===== src/rtl/svm_seq_pkg.sv =====
package svm_seq_pkg;

   localparam int LEGS = 3;
   typedef logic [LEGS-1:0] legs_t;

   localparam legs_t VEC_ZLO = 3'b000;
   localparam legs_t VEC_ZHI = 3'b111;
   localparam int    N_ACT   = 6;

   function automatic legs_t act_vec(input int unsigned k);
      legs_t v;
      case (k)
         1:       v = 3'b100;
         2:       v = 3'b110;
         3:       v = 3'b010;
         4:       v = 3'b011;
         5:       v = 3'b001;
         6:       v = 3'b101;
         default: v = VEC_ZLO;
      endcase
      return v;
   endfunction

endpackage


===== src/rtl/svm_vector_select.sv =====
module svm_vector_select
   import svm_seq_pkg::*;
(
   input  logic [2:0] sector_i,
   output legs_t      vec_a_o,
   output legs_t      vec_b_o,
   output logic       valid_o
);

   legs_t tbl [N_ACT];

   for (genvar i = 0; i < N_ACT; i++) begin : g_tbl
      assign tbl[i] = act_vec(i + 1);
   end

   always_comb begin
      valid_o = (sector_i >= 3'd1) && (sector_i <= 3'd6);
      vec_a_o = VEC_ZLO;
      vec_b_o = VEC_ZLO;
      if (valid_o) begin
         vec_a_o = tbl[sector_i - 3'd1];
         vec_b_o = (sector_i == 3'd6) ? tbl[0] : tbl[sector_i];
      end
   end

endmodule


===== src/rtl/svm_dwell_plan.sv =====
module svm_dwell_plan #(
   parameter int CNT_W = 12
) (
   input  logic [CNT_W-1:0] period_i,
   input  logic [CNT_W-1:0] t1_i,
   input  logic [CNT_W-1:0] t2_i,
   input  logic             sec_ok_i,
   output logic [CNT_W-1:0] plen_o,
   output logic [CNT_W-1:0] b1_o,
   output logic [CNT_W-1:0] b2_o,
   output logic [CNT_W-1:0] b3_o,
   output logic             ovf_o
);

   localparam int               SUM_W = CNT_W + 1;
   localparam logic [CNT_W-1:0] ONE   = CNT_W'(1);

   logic [SUM_W-1:0] sum;
   logic [CNT_W-1:0] t1e, t2e, zero;

   always_comb begin
      plen_o = (period_i == '0) ? ONE : period_i;
      sum    = {1'b0, t1_i} + {1'b0, t2_i};
      ovf_o  = sec_ok_i && (sum > {1'b0, plen_o});
      if (!sec_ok_i) begin
         t1e = '0;
         t2e = '0;
      end else if (ovf_o) begin
         t1e = (t1_i > plen_o) ? plen_o : t1_i;
         t2e = plen_o - t1e;
      end else begin
         t1e = t1_i;
         t2e = t2_i;
      end
      zero = plen_o - t1e - t2e;
      // an invalid sector pushes every boundary to the end: all low zero vector
      b1_o = sec_ok_i ? (zero >> 1) : plen_o;
      b2_o = b1_o + t1e;
      b3_o = b2_o + t2e;
   end

endmodule


===== src/rtl/svm_period_timer.sv =====
module svm_period_timer #(
   parameter int CNT_W = 12
) (
   input  logic             clk_i,
   input  logic             rst_ni,
   input  logic             en_i,
   input  logic [CNT_W-1:0] plen_i,
   output logic             act_o,
   output logic [CNT_W-1:0] cnt_o,
   output logic             load_o
);

   localparam logic [CNT_W-1:0] ONE = CNT_W'(1);

   logic             act_q;
   logic [CNT_W-1:0] cnt_q;

   assign load_o = en_i && (!act_q || (cnt_q == plen_i - ONE));

   always_ff @(posedge clk_i or negedge rst_ni) begin
      if (!rst_ni) begin
         act_q <= 1'b0;
         cnt_q <= '0;
      end else if (!en_i) begin
         act_q <= 1'b0;
         cnt_q <= '0;
      end else if (load_o) begin
         act_q <= 1'b1;
         cnt_q <= '0;
      end else begin
         cnt_q <= cnt_q + ONE;
      end
   end

   assign act_o = act_q;
   assign cnt_o = cnt_q;

endmodule


===== src/rtl/svm_leg_sequencer.sv =====
module svm_leg_sequencer
   import svm_seq_pkg::*;
#(
   parameter int CNT_W = 12
) (
   input  logic             clk_i,
   input  logic             rst_ni,
   input  logic             en_i,
   input  logic [2:0]       sector_i,
   input  logic [CNT_W-1:0] t1_i,
   input  logic [CNT_W-1:0] t2_i,
   input  logic [CNT_W-1:0] period_i,
   output logic [2:0]       legs_o,
   output logic             sync_o,
   output logic             ovf_o
);

   if (CNT_W < 2 || CNT_W > 30) begin : g_bad_cnt_w
      $error("svm_leg_sequencer: CNT_W must be within 2..30");
   end

   logic             sec_ok, ovf_n, act, load;
   legs_t            vec_a, vec_b;
   logic [CNT_W-1:0] plen_n, b1_n, b2_n, b3_n, cnt;

   logic             ovf_q;
   legs_t            va_q, vb_q;
   logic [2:0]       sec_q;
   logic [CNT_W-1:0] plen_q, b1_q, b2_q, b3_q;

   svm_vector_select u_vsel (
      .sector_i (sector_i),
      .vec_a_o  (vec_a),
      .vec_b_o  (vec_b),
      .valid_o  (sec_ok)
   );

   svm_dwell_plan #(.CNT_W(CNT_W)) u_plan (
      .period_i (period_i),
      .t1_i     (t1_i),
      .t2_i     (t2_i),
      .sec_ok_i (sec_ok),
      .plen_o   (plen_n),
      .b1_o     (b1_n),
      .b2_o     (b2_n),
      .b3_o     (b3_n),
      .ovf_o    (ovf_n)
   );

   svm_period_timer #(.CNT_W(CNT_W)) u_timer (
      .clk_i  (clk_i),
      .rst_ni (rst_ni),
      .en_i   (en_i),
      .plen_i (plen_q),
      .act_o  (act),
      .cnt_o  (cnt),
      .load_o (load)
   );

   always_ff @(posedge clk_i or negedge rst_ni) begin
      if (!rst_ni) begin
         plen_q <= CNT_W'(1);
         b1_q   <= '0;
         b2_q   <= '0;
         b3_q   <= '0;
         va_q   <= VEC_ZLO;
         vb_q   <= VEC_ZLO;
         ovf_q  <= 1'b0;
         sec_q  <= '0;
      end else if (load) begin
         plen_q <= plen_n;
         b1_q   <= b1_n;
         b2_q   <= b2_n;
         b3_q   <= b3_n;
         va_q   <= vec_a;
         vb_q   <= vec_b;
         ovf_q  <= ovf_n;
         sec_q  <= sector_i;
      end
   end

   always_comb begin
      if (!act)             legs_o = VEC_ZLO;
      else if (cnt < b1_q)  legs_o = VEC_ZLO;
      else if (cnt < b2_q)  legs_o = va_q;
      else if (cnt < b3_q)  legs_o = vb_q;
      else                  legs_o = VEC_ZHI;
   end

   assign sync_o = act && (cnt == '0);
   assign ovf_o  = act && ovf_q;

endmodule


===== config.mk =====
export PLATFORM = sky130hd
export DESIGN_NAME = svm_leg_sequencer
export DESIGN_NICKNAME = d
export VERILOG_FILES = /design/src/rtl/svm_seq_pkg.sv /design/src/rtl/svm_vector_select.sv /design/src/rtl/svm_dwell_plan.sv /design/src/rtl/svm_period_timer.sv /design/src/rtl/svm_leg_sequencer.sv
export SDC_FILE = /design/constraint.sdc
export NUM_CORES = 1
export LEC_CHECK = 0
export ABC_CLOCK_PERIOD_IN_PS = 2600
export BUFFER_PORTS_ARGS = -buffer_cell sky130_fd_sc_hd__buf_2
export CAP_MARGIN = 20
export CORE_ASPECT_RATIO = 0.5
export CORE_UTILIZATION = 35
export CTS_BUF_LIST = sky130_fd_sc_hd__clkbuf_4 sky130_fd_sc_hd__clkbuf_8 sky130_fd_sc_hd__clkbuf_16
export DETAILED_ROUTE_END_ITERATION = 7
export SLEW_MARGIN = 20
export SYNTH_ARGS = -nofsm -noshare
export SYNTH_HDL_FRONTEND = slang
export SYNTH_SLANG_ARGS = --single-unit
export TNS_END_PERCENT = 50

===== constraint.sdc =====
create_clock -name clk_i -period 2.6 [get_ports clk_i]
set_clock_uncertainty 0.1 [all_clocks]
set_input_delay 0.13 -clock clk_i [delete_from_list [all_inputs] [get_ports clk_i]]
set_output_delay 0.13 -clock clk_i [all_outputs]
set_load 0.1 [all_outputs]

==> results of run 1 <==
[Yosys cell counts, drive strengths merged (5+ instances only)]
cell / number / area [sq um]
o21ai: 61 / 305
nor4: 9 / 56.3
nand2: 86 / 325
o31a: 5 / 43.8
a211oi: 9 / 72.6
mux2i: 16 / 160
or2: 5 / 31.3
a311oi: 5 / 43.8
buf: 12 / 78.8
a21o: 24 / 180
nand3: 27 / 135
o211ai: 6 / 45.0
xor2: 13 / 114
mux2: 24 / 270
xnor2: 39 / 342
or3: 7 / 43.8
nor2: 75 / 282
ha: 119 / 1490
o21a: 15 / 114
fa: 14 / 280
o31ai: 9 / 67.6
dfrtp: 67 / 1680
nand4: 7 / 43.8
and2: 5 / 31.3
inv: 119 / 447
nor2b: 13 / 81.3
clkbuf: 24 / 90.1
o21bai: 8 / 60.1
or4: 5 / 41.3
a21oi: 63 / 315
nor3: 21 / 105
o41ai: 7 / 61.3
and3: 12 / 75.1
nand2b: 10 / 62.6
[placed cells by master (no fill, tap or decap), types with 7 or more instances in the layout]
master / synthesis / routed
clkbuf_16: 0 / 9
xnor2_2: 0 / 9
buf_12: 0 / 8
o21a_1: 14 / 14
a21o_1: 24 / 24
inv_1: 119 / 110
o21ai_2: 0 / 19
buf_4: 4 / 301
inv_2: 0 / 8
nand3_1: 27 / 23
xnor2_1: 39 / 29
nand2_1: 85 / 68
ha_4: 0 / 19
o21bai_1: 8 / 8
buf_6: 2 / 40
nor2_1: 75 / 67
nand2_2: 1 / 13
mux2_2: 24 / 12
o21ai_1: 0 / 17
ha_1: 119 / 97
nor4_1: 9 / 7
dfrtp_1: 67 / 66
mux2i_1: 16 / 15
buf_2: 3 / 41
nor3_1: 21 / 16
a21oi_1: 63 / 40
xor2_1: 13 / 12
and3_1: 12 / 10
mux2_4: 0 / 12
fa_1: 14 / 11
o21ai_0: 61 / 24
a21oi_2: 0 / 21
nand4_1: 7 / 7
nand2b_1: 10 / 9
nor2b_1: 13 / 8
[worst max-delay path by stage]
stage	start	endpoint	cells past startpoint
after floorplan	t1_i[1]	b3_q[11]$_DFFE_PN0P_	41
final	t1_i[1]	b3_q[11]$_DFFE_PN0P_	47
after detailed placement	period_i[10]	b3_q[11]$_DFFE_PN0P_	42
after CTS	t1_i[1]	b3_q[11]$_DFFE_PN0P_	45
after global placement	period_i[10]	b3_q[11]$_DFFE_PN0P_	43
after global routing	t1_i[1]	b3_q[11]$_DFFE_PN0P_	47
[per-layer routing]
| metal | up-vias | GRT usage | share of wire |
|---|---|---|---|
| met5 | - | 0 | 0 |
| met4 | 0 | 0.0649 | 0.026 |
| met3 | 57 | 0.0212 | 0.034 |
| met2 | 201 | 0.396 | 0.47 |
| met1 | 4090 | 0.304 | 0.47 |
| li1 | 4234 | - | - |
[kinds of logic (layout without fill, tap and decap cells)]
| group | after synthesis | count (layout) | synth area share |
|---|---|---|---|
| AO/OA/AOI/OAI | 246 | 246 | 0.200 |
| XOR/XNOR | 53 | 53 | 0.0596 |
| adder cells (fa/ha/maj) | 133 | 133 | 0.221 |
| buffers and inverters | 155 | 530 | 0.0768 |
| flip-flops | 68 | 68 | 0.212 |
| multiplexers | 40 | 40 | 0.0537 |
| AND/OR/NAND/NOR | 295 | 295 | 0.177 |
[layout make-up]
type	instances	area, sq um	share of cell area
Inverter	119	449	0.0353
Clock inverter	4	72.6	0.00570
Multi-Input combinational cell	767	6710	0.527
Clock buffer	12	254	0.0200
Sequential cell	68	1700	0.134
Timing Repair Buffer	395	3160	0.248
Tap cell	300	375	0.0295
[what timing repair did]
action                                 in CTS  in global routing
pin swaps                                  83                 51
hold buffers                                2                  0
resized for setup                         125                112
setup buffers                              55                 21
cloned                                      1                  0
setup endpoints to repair                  70                 70
endpoints found under the hold margin      31                  0
[through the flow]
stage               total power (W)  utilization  setup TNS [ns]
floorplan                   0.00905            -         -132.73
global placement             0.0138        0.498         -157.99
detailed placement           0.0142        0.498         -166.55
CTS                          0.0182        0.556         -140.74
global route                 0.0221        0.577         -157.47
finish                       0.0208        0.577         -144.61
[critical path, delay by kind of cell]
kind | cells | cell delay (ns)
and+or+nand+nor | 8 | 0.97
xor gates and xnor gates | 5 | 0.93
AOI/OAI and AO/OA | 20 | 3.57
muxes | 1 | 0.12
adders and majority gates | 6 | 1.61
buffers and inverters | 7 | 0.75
[where the power goes]
part | switching [W] | internal, W
Sequential | 0.000135 | 0.00141
Clock | 0.000453 | 0.000885
Combinational | 0.00795 | 0.00996
[flip-flops by register name (all words and copies together), names as in the netlist]
register / count
b2_q: 12
b3_q: 12
u_timer.act_o: 1
va_q: 3
ovf_q: 1
plen_q: 12
u_timer.cnt_o: 12
b1_q: 12
vb_q: 3
==> reports/metrics.cfg, run 1 <==
[run_status]
status = finished with violations
violations = setup timing

[die]
io_pins = 47
core_area_sq_mm = 0.0221
row_count = 38
dieArea_sq_mm = 0.0236
die_x_microns = 216
start_util = 0.363
die_y_microns = 109

[clock_network]
cts_buffers = 9
clk_pin_slew_ns = 0.06
cts_tree = yes
ctsLongestPathBuffers = 2
cts.sinks = 68
h-tree-depth = 3
clockRootBuffer = clkbuf_16
worstSkewPairLatency_ns = 0.34

[layout]
design_area_sq_mm = 0.0127
insertedDiodeCount = 0
final_cells = 1665
fillers = 1881
drive_gt1_frac = 0.445
syn2layout_area_growth_pct = 58.7
nNetsFinal = 1535

[synth]
yosysUniqueCellTypes = 67
synth_edf_count = 0
ys_warn_count = 0
synth_area_sq_mm = 0.00802
ys.flop_type = dfrtp_1
syn_area_per_cell_sq_um = 8.10
yosysSeqAreaShare = 0.212
ys_ff_latch = 68
ys_async_sr_fraction = 1.00
syn-instance-count = 990
synth_fp_nets = 1165

[timing]
slew_viol_final = 0
worst_slack_ns = -5.34
finalHoldViolations = 0
fin_hold_ws_ns = 0.149
slew_headroom = 0.515
rsz0062_at_grt = true
period_share = 3.05
tightestPinTransition_ns = 0.727
fmax_mhz = 126
min_period_ns = 7.94
setup_viol = 58

[worst_setup_path]
rr_worst_depth = 9
crit_type = in -> reg
cp_max_fo = 5
cp.arrival_ns = 8.10
crit_slowest_cell = a221o_1
worstReg2RegStart = plen_q[1]$_DFFE_PN0P_
setup.worst_path.end_class = flip-flop
cp.required_ns = 2.77
r2r-end = b1_q[10]$_DFFE_PN0P_
start_kind = primary input
r2r_setup_slack_ns = -0.40
critical_path.most_common_cell = ha_4
cpPeakStageDelay_ns = 0.38

[drt]
vias = 8582
drc_errors = 0
ant_nets = 0
drtPass1Iterations = 7
drt_iter0_markers = 458
routed_wl_microns = 27600
post_drt_wl_per_cell_microns = 16.6
drt-vias-per-instance = 5.15

[grt]
antenna_found_initial = 0
grt_pass1_wl_microns = 42500
grtUsageTotal = 0.228
first_global_vias = 8572
grt_max_degree = 34
grt.overflow.total = 0

[power]
ir_worst_vdd_mv = 1.09
p_leak_nw = 6.36
p_per_area_mw_per_mm2 = 1630

[hold_path]
whs_endpoint = plen_q[5]$_DFFE_PN0P_
hold_class = in -> reg
min-delay-start = period_i[5]
hold_path_depth = 3

[placement]
gp_congestion = 0.890
dp_hpwl_microns = 20500
place_ws_ns = -6.40
port_buffers = 46
postPlaceCellArea_sq_mm = 0.0110
place_inst = 1597

[flow_run]
maxCapViolCount = 0

Power figures use the tool's default switching activity.
==> run 2, diff against run 1 <==
SKIP_LAST_GASP = 1   (was unset)
==> run 2 against run 1 <==
The run still ends with setup timing left. Power up 3.0%. Sequential share of layout area fell by 0.090 points. Non-clock buffer count is 8 higher. Critical path type unchanged.
==> reports/metrics.cfg, run 2 (synthesis gave the netlist of run 1 again) <==
[clock_network]
clockRootBuffer = clkbuf_16
cts.sinks = 68  ; unchanged
worstSkewPairLatency_ns = 0.34  ; about the same
h-tree-depth = 3  ; unchanged
cts_tree = yes
ctsLongestPathBuffers = 2  ; unchanged
clk_pin_slew_ns = 0.06  ; about the same
cts_buffers = 9  ; unchanged

[flow_run]
maxCapViolCount = 0  ; unchanged

[grt]
antenna_found_initial = 0  ; unchanged
first_global_vias = 8515  ; -0.66%
grtUsageTotal = 0.225  ; -0.00331
grt.overflow.total = 0  ; unchanged
grt_pass1_wl_microns = 41900  ; -1.3%
grt_max_degree = 34  ; unchanged

[drt]
route.met2.wl_microns = 12900  ; about the same
top_layer_used = met4
ant_nets = 0  ; unchanged
drt_iter0_markers = 579  ; +26%
routed_wl_microns = 27700  ; +0.24%
vias = 8635  ; +0.62%
wl_met1_microns = 12900  ; -1.5%
post_drt_wl_per_cell_microns = 16.5  ; -0.24%
wl_met3_microns = 1110  ; +20%
drc_errors = 0  ; unchanged
drt-vias-per-instance = 5.16  ; +0.14%
drtPass1Iterations = 5  ; -2

[worst_setup_path]
cp.required_ns = 2.76  ; about the same
r2r_setup_slack_ns = -0.50  ; -0.10 ns
crit_slowest_cell = fa_2
crit_type = in -> reg
cp_max_fo = 4  ; -1
cpPeakStageDelay_ns = 0.60  ; +0.22 ns
setup.worst_path.end_class = flip-flop
cp.arrival_ns = 8.27  ; +0.17 ns
crit_start = t1_i[1]
critical_path.most_common_cell = a21oi_2
start_kind = primary input
r2r-end = plen_q[1]$_DFFE_PN0P_
endpoint = b3_q[11]$_DFFE_PN0P_
worstReg2RegStart = plen_q[1]$_DFFE_PN0P_
rr_worst_depth = 11  ; +2

[power]
ir_worst_vdd_mv = 1.13  ; +3.1%
p_leak_nw = 6.37  ; +0.13%
power_w = 0.0214  ; +3.0%
p_per_area_mw_per_mm2 = 1670  ; +2.3%

[die]
die_y_microns = 109  ; unchanged
io_pins = 47  ; unchanged
dieArea_sq_mm = 0.0236  ; unchanged
start_util = 0.363  ; unchanged
row_count = 38  ; unchanged
core_area_sq_mm = 0.0221  ; unchanged
die_x_microns = 216  ; unchanged

[layout]
design_area_sq_mm = 0.0128  ; +0.60%
seq_area_sq_mm = 0.00170  ; about the same
fillers = 1867  ; -0.74%
final_cell_mix = 317 x buf_4, 107 x inv_1, 95 x ha_1
multi_input_area_sq_mm = 0.00676  ; +0.69%
drive_gt1_frac = 0.447  ; +0.00251
nNetsFinal = 1543  ; +0.52%
insertedDiodeCount = 0  ; unchanged
syn2layout_area_growth_pct = 59.6
layout_commonest_cell = buf_4

[placement]
gp_congestion = 0.890  ; unchanged
dp_hpwl_microns = 20500  ; unchanged
postPlaceCellArea_sq_mm = 0.0110  ; unchanged
port_buffers = 46  ; unchanged

[timing]
final.setup.tns_ns = -152.06  ; -7.44 ns
worst_slack_ns = -5.51  ; -0.168 ns
slew_headroom = 0.521  ; +0.00525
tightestPinTransition_ns = 0.719  ; -0.00788 ns
fmax_mhz = 123  ; -2.1%
rsz0062_at_grt = true
setup_viol = 70  ; +21%
finalHoldViolations = 0  ; unchanged
period_share = 3.12  ; +0.0647
slew_viol_final = 0  ; unchanged
min_period_ns = 8.11  ; +0.168 ns

[hold_path]
hold_class = in -> reg
min-delay-start = period_i[5]

[run_status]
status = finished with violations
violations = setup timing

## run 2: cell types whose count changed in the layout (fill, tap and decap cells not counted), moves of 3 or more
| cell | previous run | this run |
|---|---|---|
| a21oi_2 | 21 | 14 |
| mux2_2 | 12 | 17 |
| inv_1 | 110 | 107 |
| buf_6 | 40 | 33 |
| mux2_4 | 12 | 7 |
| a21oi_4 | 2 | 9 |
| ha_4 | 19 | 23 |
| buf_4 | 301 | 317 |
## run 2: worst max-delay path: cells and delay by family
family | cells | cell delay [ns]
xor+xnor | 4 | 0.74
compound gates | 19 | 3.73
mux | 2 | 0.43
simple gates | 7 | 0.86
buf+inv | 7 | 0.76
fa+ha+maj | 6 | 1.60
## run 2: cell type report
cell class                 instances  share of cell area
clock inverter                     4             0.00567
tap                              300              0.0293
multi-input combinational        767               0.528
timing repair buffer             403               0.249
inverter                         119              0.0355
clock buffer                      12              0.0198
sequential                        68               0.133
## run 2: worst min path at each step
stage / depth (start not counted) / slack (ns) / to
2_1_floorplan: 0 / -0.27 / b1_q[0]$_DFFE_PN0P_
3_3_place_gp: 1 / 0.12 / vb_q[2]$_DFFE_PN0P_
3_5_place_dp: 1 / 0.12 / vb_q[2]$_DFFE_PN0P_
4_1_cts: 3 / 0.12 / plen_q[5]$_DFFE_PN0P_
5_1_grt: 3 / 0.14 / plen_q[5]$_DFFE_PN0P_
6_report: 3 / 0.14 / plen_q[5]$_DFFE_PN0P_
## run 2: timing repair
action | 4_1_cts | 5_1_grt
setup buffers | 55 | 32
pin swaps | 79 | 65
gates resized for setup | 93 | 136
hold endpoints to repair | 31 | 0
endpoints found under the setup margin | 70 | 70
hold buffers | 2 | 0
cloned | 1 | 0
## run 2: through the flow
stage | hold WS, ns | std cells | setup WS, ns | util
2_1_floorplan | -0.266 | 990 | -5.27 | -
3_3_place_gp | 0.118 | 1597 | -6.14 | 0.498
3_5_place_dp | 0.122 | 1597 | -6.40 | 0.498
4_1_cts | 0.124 | 1663 | -5.27 | 0.550
5_1_grt | 0.141 | 1673 | -5.83 | 0.580
6_report | 0.141 | 1673 | -5.51 | 0.580
## run 2: power breakdown
| part | internal, W | total, W | switching (W) |
|---|---|---|---|
| clock network | 0.000885 | 0.00134 | 0.000451 |
| registers | 0.00141 | 0.00154 | 0.000133 |
| logic | 0.0102 | 0.0185 | 0.00832 |
| total | 0.0125 | 0.0214 | 0.00890 |
## run 2: metal layers
| layer | vias to the layer above | GRT usage |
|---|---|---|
| met3 | 50 | 0.0215 |
| met4 | 0 | 0.0684 |
| met2 | 219 | 0.386 |
| met1 | 4125 | 0.301 |
| li1 | 4241 | - |
| met5 | - | 0 |
==> run 3, diff against run 2 <==
ABC_CLOCK_PERIOD_IN_PS = 9400   (was 2600)
CORE_UTILIZATION = 60   (was 35)
PLACE_DENSITY = 0.79   (was unset)
clock period = 9.4 ns   (was 2.6 ns; I/O delays follow)
==> run 3 against run 2 <==
The run now ends clean. Sequential share of layout area grew 6.1 points. Power shrank 85%. Wire length shrank 25%. Combinational power shrank 87%. Worst setup slack gained 5.9 ns. Global-route usage grew 8.9 points. Via count shrank 15%. Cell count shrank 28%. Sequential power shrank 72%. Die area shrank 41%. Sequential cell count is the same. Utilization grew 10 points. Critical path type unchanged. Largest cell class unchanged. Highest routed layer unchanged.
==> reports/metrics.cfg, run 3 (synthesis gave the netlist of run 1 again) <==
[clock_network]
cts_buffers = 9  ; unchanged
worstSkewPairLatency_ns = 0.33  ; about the same
cts.sinks = 68  ; unchanged
clk_pin_slew_ns = 0.06  ; about the same
post-cts-setup-buffer-count = 0  ; -100%
cts_resized = 0  ; -100%
h-tree-depth = 3  ; unchanged
ctsLongestPathBuffers = 2  ; unchanged
clockRootBuffer = clkbuf_16
cts_tree = yes
cts_hold_buffers = 0  ; -2

[die]
die_x_microns = 165  ; -23%
die_y_microns = 83.7  ; -23%
io_pins = 47  ; unchanged
core_area_sq_mm = 0.0128  ; -42%
row_count = 29  ; -24%
dieArea_sq_mm = 0.0139  ; -41%
start_util = 0.624  ; +0.261

[power]
ir_worst_vdd_mv = 0.226  ; -80%
p_per_area_mw_per_mm2 = 365  ; -78%
p_leak_nw = 4.40  ; -31%
power_w = 0.00321  ; -85%

[worst_setup_path]
cpPeakStageDelay_ns = 0.47  ; -0.13 ns
crit_type = in -> reg
start_kind = primary input
cp.required_ns = 9.48  ; +6.72 ns
crit_family = compound AO/OA/AOI/OAI gates
crit_slowest_cell = fa_1
cp.arrival_ns = 9.09  ; +0.82 ns
setup.worst_path.end_class = flip-flop
cp_max_fo = 7  ; +3
cp_num_buf_inv = 3  ; -4

[drt]
drt_iter0_markers = 564  ; -2.6%
vias = 7313  ; -15%
drc_errors = 0  ; unchanged
ant_nets = 0  ; unchanged
drt-vias-per-instance = 6.07  ; +18%
post_drt_wl_per_cell_microns = 17.3  ; +4.4%
routed_wl_microns = 20800  ; -25%
drtPass1Iterations = 7  ; +2

[layout]
nNetsFinal = 1205  ; -22%
fillers = 1069  ; -43%
final_cell_mix = 119 x inv_1, 119 x ha_1, 85 x nand2_1
syn2layout_area_growth_pct = 9.66
design_area_sq_mm = 0.00879  ; -31%
drive_gt1_frac = 0.124  ; -0.323
insertedDiodeCount = 0  ; unchanged

[grt]
antenna_found_initial = 0  ; unchanged
first_global_vias = 6933  ; -19%
grt_max_degree = 87  ; +160%
grt.overflow.total = 0  ; unchanged
grt_pass1_wl_microns = 33700  ; -20%
grtUsageTotal = 0.314  ; +0.0892

[placement]
postPlaceCellArea_sq_mm = 0.00845  ; -23%
port_buffers = 46  ; unchanged
gp_congestion = 0.933  ; +4.8%
dp_hpwl_microns = 16100  ; -21%

[timing]
setup_viol = 0  ; -100%
period_share = 0.958
min_period_ns = 9.01
slew_viol_final = 0  ; unchanged
slew_headroom = 0.405  ; -0.116
fmax_mhz = 111
finalHoldViolations = 0  ; unchanged
tightestPinTransition_ns = 0.893  ; +0.173 ns

[hold_path]
hold_class = in -> reg

[flow_run]
maxCapViolCount = 0  ; unchanged

[run_status]
status = complete, no violations

[run 3: per-stage QoR]
stage | setup TNS [ns] | std cells | utilization | hold slack [ns] | setup WS, ns
floorplan | 0 | 990 | - | 0.0744 | 0.332
global placement | 0 | 1189 | 0.658 | 0.384 | 0.161
detailed placement | -0.152 | 1189 | 0.658 | 0.388 | -0.152
CTS | 0 | 1204 | 0.681 | 0.199 | 0.196
global route | -0.00766 | 1204 | 0.684 | 0.210 | -0.00766
finish | 0 | 1204 | 0.684 | 0.204 | 0.391
[run 3: per-layer routing]
metal	global-route usage	routed length (microns)	vias to the layer above
met4	0.0810	297	0
met5	0	0	-
met1	0.439	9530	3471
met2	0.502	9280	251
met3	0.0517	1680	24
li1	-	-	3567
[run 3: cell type report]
class	count	area, sq um	area share
well taps	170	213	0.0242
clock inverters	1	5.00	0.000569
clock buffers	14	288	0.0327
repair buffers	65	385	0.0438
flip-flops and latches	68	1700	0.194
inverters	119	447	0.0508
multi-input cells	767	5750	0.654
[run 3: path summary, 6_finish.rpt]
kind	to	start	depth (start not counted)	slack, ns
setup / recovery	b3_q[11]$_DFFE_PN0P_	t1_i[1]	42	0.39
hold / removal	u_timer.act_o$_DFFE_PN0P_	en_i	1	0.20
setup reg to reg	b1_q[10]$_DFFE_PN0P_	plen_q[5]$_DFFE_PN0P_	9	5.87
hold reg to reg	ovf_q$_DFFE_PN0P_	ovf_q$_DFFE_PN0P_	1	0.40
max in group asynchronous	b1_q[11]$_DFFE_PN0P_	rst_ni	2	8.42
min in group asynchronous	u_timer.cnt_o[2]$_DFF_PN0_	rst_ni	2	0.22
[run 3: power breakdown]
part	internal, W	total (W)	switching, W
Sequential	0.000389	0.000433	0.0000433
Combinational	0.00108	0.00245	0.00136
Clock	0.000208	0.000332	0.000124
Total	0.00168	0.00321	0.00153
